<file path="src/rtl/irq_prio_pkg.sv">
package irq_prio_pkg;
  localparam int VEC_W   = 8;
  localparam int NUM_VEC = 1 << VEC_W;
  localparam int CLS_W   = 4;
  localparam int SUB_W   = VEC_W - CLS_W;

  typedef logic [VEC_W-1:0]   vec_t;
  typedef logic [NUM_VEC-1:0] vmap_t;
  typedef logic [CLS_W-1:0]   cls_t;

  // Priority class of a vector: its upper bits.
  function automatic cls_t cls_of(vec_t v);
    return v[VEC_W-1 -: CLS_W];
  endfunction

  // Processor priority from task priority and top in-service vector.
  function automatic vec_t calc_ppr(vec_t tpr, logic isr_any, vec_t isr_top);
    vec_t isrv;
    isrv = isr_any ? isr_top : '0;
    if (cls_of(tpr) >= cls_of(isrv)) return tpr;
    return {cls_of(isrv), {SUB_W{1'b0}}};
  endfunction
endpackage

</file>
<file path="src/rtl/irq_vec_highest.sv">
module irq_vec_highest #(
  parameter int W  = 256,
  parameter int IW = $clog2(W)
) (
  input  logic [W-1:0]  map_i,
  output logic          any_o,
  output logic [IW-1:0] idx_o
);
  // Ascending scan: the last set bit seen is the highest.
  always_comb begin
    any_o = 1'b0;
    idx_o = '0;
    for (int i = 0; i < W; i++) begin
      if (map_i[i]) begin
        any_o = 1'b1;
        idx_o = IW'(i);
      end
    end
  end
endmodule

</file>
<file path="src/rtl/irq_req_bank.sv">
module irq_req_bank
  import irq_prio_pkg::*;
#(
  parameter int RSVD_VECS = 16
) (
  input  logic  clk,
  input  logic  rst_n,
  input  logic  en_i,
  input  logic  dlv_valid_i,
  input  vec_t  dlv_vec_i,
  input  logic  dlv_level_i,
  input  logic  clr_valid_i,
  input  vec_t  clr_vec_i,
  output vmap_t irr_o,
  output vmap_t tmr_o,
  output logic  accept_o,
  output logic  coalesce_o
);
  vmap_t irr_q, tmr_q, clr_mask, set_mask, irr_live;
  logic  eligible, hit;

  always_comb begin
    clr_mask = '0;
    if (clr_valid_i) clr_mask[clr_vec_i] = 1'b1;
    irr_live   = irr_q & ~clr_mask;
    eligible   = dlv_valid_i && en_i && (int'(dlv_vec_i) >= RSVD_VECS);
    hit        = irr_live[dlv_vec_i];
    accept_o   = eligible && !hit;
    coalesce_o = eligible && hit;
    set_mask   = '0;
    if (accept_o) set_mask[dlv_vec_i] = 1'b1;
  end

  always_ff @(posedge clk or negedge rst_n) begin
    if (!rst_n) begin
      irr_q <= '0;
      tmr_q <= '0;
    end else begin
      irr_q <= irr_live | set_mask;
      if (accept_o) tmr_q[dlv_vec_i] <= dlv_level_i;
    end
  end

  assign irr_o = irr_q;
  assign tmr_o = tmr_q;
endmodule

</file>
<file path="src/rtl/irq_svc_bank.sv">
module irq_svc_bank
  import irq_prio_pkg::*;
(
  input  logic  clk,
  input  logic  rst_n,
  input  logic  set_valid_i,
  input  vec_t  set_vec_i,
  input  logic  eoi_i,
  input  logic  isr_any_i,
  input  vec_t  isr_top_i,
  input  vmap_t tmr_i,
  output vmap_t isr_o,
  output logic  eoi_fire_o,
  output logic  bcast_valid_o,
  output vec_t  bcast_vec_o
);
  vmap_t isr_q, set_mask, eoi_mask;
  logic  bcast_q;
  vec_t  bvec_q;

  always_comb begin
    eoi_fire_o = eoi_i && isr_any_i;
    set_mask = '0;
    eoi_mask = '0;
    if (set_valid_i) set_mask[set_vec_i] = 1'b1;
    if (eoi_fire_o)  eoi_mask[isr_top_i] = 1'b1;
  end

  always_ff @(posedge clk or negedge rst_n) begin
    if (!rst_n) begin
      isr_q   <= '0;
      bcast_q <= 1'b0;
      bvec_q  <= '0;
    end else begin
      isr_q   <= (isr_q & ~eoi_mask) | set_mask;
      bcast_q <= eoi_fire_o && tmr_i[isr_top_i];
      bvec_q  <= (eoi_fire_o && tmr_i[isr_top_i]) ? isr_top_i : '0;
    end
  end

  assign isr_o         = isr_q;
  assign bcast_valid_o = bcast_q;
  assign bcast_vec_o   = bvec_q;
endmodule

</file>
<file path="src/rtl/irq_prio_unit.sv">
module irq_prio_unit
  import irq_prio_pkg::*;
#(
  parameter int RSVD_VECS = 16
) (
  input  logic       clk,
  input  logic       rst_n,
  input  logic       sw_enable,
  input  logic       tpr_we,
  input  logic [7:0] tpr_wdata,
  input  logic       dlv_valid,
  input  logic [7:0] dlv_vector,
  input  logic       dlv_level,
  output logic       dlv_accepted,
  output logic       dlv_coalesced,
  output logic       int_pending,
  output logic [7:0] int_vector,
  input  logic       int_ack,
  input  logic       eoi,
  output logic       eoi_bcast_valid,
  output logic [7:0] eoi_bcast_vector,
  output logic [7:0] ppr_out
);
  vec_t  tpr_q, irr_top, isr_top, ppr;
  vmap_t irr, isr, tmr;
  logic  irr_any, isr_any, ack_fire, eoi_fire;

  always_ff @(posedge clk or negedge rst_n) begin
    if (!rst_n)      tpr_q <= '0;
    else if (tpr_we) tpr_q <= tpr_wdata;
  end

  irq_vec_highest #(.W(NUM_VEC)) u_irr_enc (.map_i(irr), .any_o(irr_any), .idx_o(irr_top));
  irq_vec_highest #(.W(NUM_VEC)) u_isr_enc (.map_i(isr), .any_o(isr_any), .idx_o(isr_top));

  always_comb begin
    ppr         = calc_ppr(tpr_q, isr_any, isr_top);
    int_pending = irr_any && (cls_of(irr_top) > cls_of(ppr));
    int_vector  = int_pending ? irr_top : '0;
    ack_fire    = int_ack && int_pending;
  end

  irq_req_bank #(.RSVD_VECS(RSVD_VECS)) u_req (
    .clk(clk), .rst_n(rst_n), .en_i(sw_enable),
    .dlv_valid_i(dlv_valid), .dlv_vec_i(dlv_vector), .dlv_level_i(dlv_level),
    .clr_valid_i(ack_fire), .clr_vec_i(irr_top),
    .irr_o(irr), .tmr_o(tmr),
    .accept_o(dlv_accepted), .coalesce_o(dlv_coalesced)
  );

  irq_svc_bank u_svc (
    .clk(clk), .rst_n(rst_n),
    .set_valid_i(ack_fire), .set_vec_i(irr_top),
    .eoi_i(eoi), .isr_any_i(isr_any), .isr_top_i(isr_top), .tmr_i(tmr),
    .isr_o(isr), .eoi_fire_o(eoi_fire),
    .bcast_valid_o(eoi_bcast_valid), .bcast_vec_o(eoi_bcast_vector)
  );

  assign ppr_out = ppr;
endmodule

</file>
<file path="config.mk">
export PLATFORM = sky130hd
export DESIGN_NAME = irq_prio_unit
export DESIGN_NICKNAME = d
export VERILOG_FILES = /design/src/rtl/irq_prio_pkg.sv /design/src/rtl/irq_vec_highest.sv /design/src/rtl/irq_req_bank.sv /design/src/rtl/irq_svc_bank.sv /design/src/rtl/irq_prio_unit.sv
export SDC_FILE = /design/constraint.sdc
export NUM_CORES = 2
export LEC_CHECK = 0
export ABC_AREA = 1
export ABC_CLOCK_PERIOD_IN_PS = 29700
export BUFFER_PORTS_ARGS = -buffer_cell sky130_fd_sc_hd__buf_2
export CELL_PAD_IN_SITES_DETAIL_PLACEMENT = 0
export CELL_PAD_IN_SITES_GLOBAL_PLACEMENT = 1
export CORE_ASPECT_RATIO = 0.75
export CORE_MARGIN = 2
export CORE_UTILIZATION = 40
export CTS_CLUSTER_SIZE = 20
export DETAILED_ROUTE_END_ITERATION = 10
export HOLD_SLACK_MARGIN = 0.15
export MAX_ROUTING_LAYER = met4
export PLACE_DENSITY = 0.69
export SETUP_SLACK_MARGIN = 0.15
export SLEW_MARGIN = 10
export SYNTH_ARGS = -nofsm -noshare
export SYNTH_HDL_FRONTEND = slang
export SYNTH_SLANG_ARGS = --single-unit
</file>
<file path="constraint.sdc">
create_clock -name clk -period 29.7 [get_ports clk]
set_input_delay 2.97 -clock clk [delete_from_list [all_inputs] [get_ports clk]]
set_output_delay 2.97 -clock clk [all_outputs]
set_load 0.05 [all_outputs]
</file>
==> results.md <==
- Post-Route WL: 228 mm
- Wire length on met1: 102 mm
- Register area share after synthesis: 0.433
- Fin area: 0.0505 sq mm
- Critical path's slowest cell: nand3_1
- Syn Nets: 6785
- Buf/Inv on CP: 2
- Worst Tran Pin Value: 1.34 ns
- Initial DRC Count: 6759
- Kind of critical path: reg -> out
- Max clock buf depth: 3
- Clock Sinks: 785
- Top sig layer: met4
- Grt total ovfl: 0
- Share of cells above drive strength 1: 0.0580
- Hold depth: 0
- Synth warnings: 0
- Cell Area, Synth: 0.0453 sq mm
- Largest net degree at the start of global routing: 155
- CTS buffer count: 91
- Max-cap violations: 0
- Die width: 393 um
- Final worst-path cycle share: 0.744
- R2r setup slk: 8.33 ns
- Global Route Usage Sum: 0.403
- Critical path launch point: u_req.irr_o[1]
- Router iterations before antenna repair: 7
- # DRC: 0
- Placed instance area: 0.0472 sq mm
- Main combinational cell family by area after synthesis: simple AND/OR/NAND/NOR gates
- Final setup vio count: 0
- Reg-to-Reg Start: u_req.irr_o[1]
- RSZ-0062 raised after global routing: no
- Crit path largest cell delay: 0.92 ns
- Mux cell area share after synthesis: 0.00174
- Hold EP: u_req.tmr_o[3]
- Hold buffer count at cts: 0
- DR vias/cell: 5.83
- F_max: 0.0453 GHz
- Hold wc startpoint: u_req.tmr_o[3]
- Initial core utilization: 0.405
- Nets: 6701
- Antenna violations before repair: 16
- Max H-tree Level: 3
- CP delay by family, top: simple AND/OR/NAND/NOR gates
- Cts repair resizes: 0
- Worst Path Max Fanout: 61
- Synth area leaders: dfrtp_1 43%, nand2_1 20%, nand3_1 7.3%
- Met3 WL: 28.6 mm
- Setup TNS: 0 ns
- WP data arrival: 19.12 ns
- Worst Setup End Kind: output pin
- Maximum VDD drop: 0.199 mV
- Synthesized area per cell: 6.71 sq um
- Leak pwr: 27.8 nW
- Most used cell, CP: nand2_1
- #FFs+latches synth: 785
- PD cells: 136 mW/mm^2
- Vias in the first global route: 43.0k
- Commonest non-fill, non-tap cell in the layout: nand2_1
- Hold WC Path Type: reg -> reg
- Status: finished, final reports clean
- Synth Area in XOR/XNOR: 0
- Primary FF master, synth: dfrtp_1
- Slew HR: 0.0993
- Commonest non-fill, non-tap cells in the layout: 2358 x nand2_1, 824 x nor2_1, 785 x dfrtp_1
- CTS root buf: clkbuf_16
- Routed length on met2: 88.6 mm
- Site Rows: 106
- Clk_lat worst skew: 0.71 ns
- Adder-Cell Fraction of Synth Area: 0.00221
- Reg2reg path depth: 273
- WL/cell: 27.7 um
- Half-perimeter wire length after detailed placement: 156 mm
- Hold Slack: 0.375 ns
- Post-synth top area cell: dfrtp_1
- Vias after detailed routing: 48.2k
- DRT antenna net count: 0
- First-pass GRT wire length: 325 mm
- Post-synthesis simple-gate area fraction: 0.402
- FF-to-FF End: u_req.tmr_o[115]
- Filler cell count: 11.7k
- Yosys top cell area share: 0.433
- Startpoint Class: register
- Slew Viols, Final: 0
- Synth Area in Compound Gates: 0.0695
- Final Skew: 0.0254 ns
- FFs w/ async S/R, synth: 1.00
- Tmin final: 22.09 ns
- Buffers on Ports: 51
- Post-CTS setup repair buffer count: 0
- Die Y: 296 um
- Synthesized instance count: 6753
- Fin. Hold Viols: 0
- IO Count: 52
- Post-synth EDFFs: 0
- RePlAce Congestion: 1.04
- Area Growth Syn to Fin: 11.5%
- Cell variety after synth: 41
- Clk slew on worst S/H paths: 0.06 ns
- Critical path required time: 26.73 ns
- Die area: 0.116 sq mm
- TritonCTS clock tree: built
- Core area: 0.112 sq mm
sequential cells by signal, indices dropped and copies added (netlist names):
register,flops
u_req.tmr_o,256
u_svc.bcast_vec_o,8
u_req.irr_o,256
u_svc.bcast_valid_o,1
tpr_q,8
u_svc.isr_o,256
logic make-up (layout without fill, tap and decap cells):
| logic type | count (synthesis) | in the layout |
|---|---|---|
| DFF | 785 | 785 |
| buffers and inverters | 1075 | 1062 |
| adders and majority gates | 8 | 8 |
| AOI/OAI and AO/OA | 546 | 546 |
| and+or+nand+nor | 4332 | 4332 |
| muxes | 7 | 7 |
| other | 0 | 9 |
per-stage QoR:
stage	total power (W)	util	std cells	setup WS, ns
5_1_grt	0.00709	0.451	8260	4.89
2_1_floorplan	0.00343	-	6753	13.34
3_3_place_gp	0.00539	0.421	8088	8.42
4_1_cts	0.00667	0.451	8252	7.92
3_5_place_dp	0.00538	0.421	8088	8.72
6_report	0.00686	0.451	8261	7.61
routing by layer:
layer	vias up	GRT usage
met2	2898	0.523
met4	0	0.136
met5	-	-
met3	403	0.111
met1	23200	0.592
li1	21600	-
report_power, final:
group	total (W)	switching [W]	internal, W
sequential	0.00129	0.000113	0.00118
combinational	0.00428	0.00340	0.000883
clock	0.00129	0.000513	0.000778
total	0.00686	0.00402	0.00284
worst max path at each step:
stage / endpoint / cells after the start
floorplan: dlv_accepted / 266
global placement: dlv_coalesced / 269
detailed placement: dlv_coalesced / 269
CTS: dlv_coalesced / 269
global route: dlv_coalesced / 268
finish: dlv_coalesced / 268
final cells by class:
cell class	instances	area [sq um]	share of cell area
Antenna cell	9	22.5	0.000446
Timing Repair Buffer	162	1160	0.0229
Multi-Input combinational cell	4893	21700	0.429
Sequential cell	785	19600	0.389
Tap cell	1512	1890	0.0374
Clock inverter	37	627	0.0124
Inverter	736	2770	0.0548
Clock buffer	127	2730	0.0539
cell usage after synthesis (46+ instances only):
master and number:
nor2_1 848, inv_1 711, dfrtp_1 785, nand3_1 657, buf_2 62, buf_1 46
o22ai_1 65, o21ai_0 317, clkbuf_1 221, o31ai_1 46, nand2_1 2369, nand4_1 357
No activity file was read; power rests on OpenSTA's default activity.
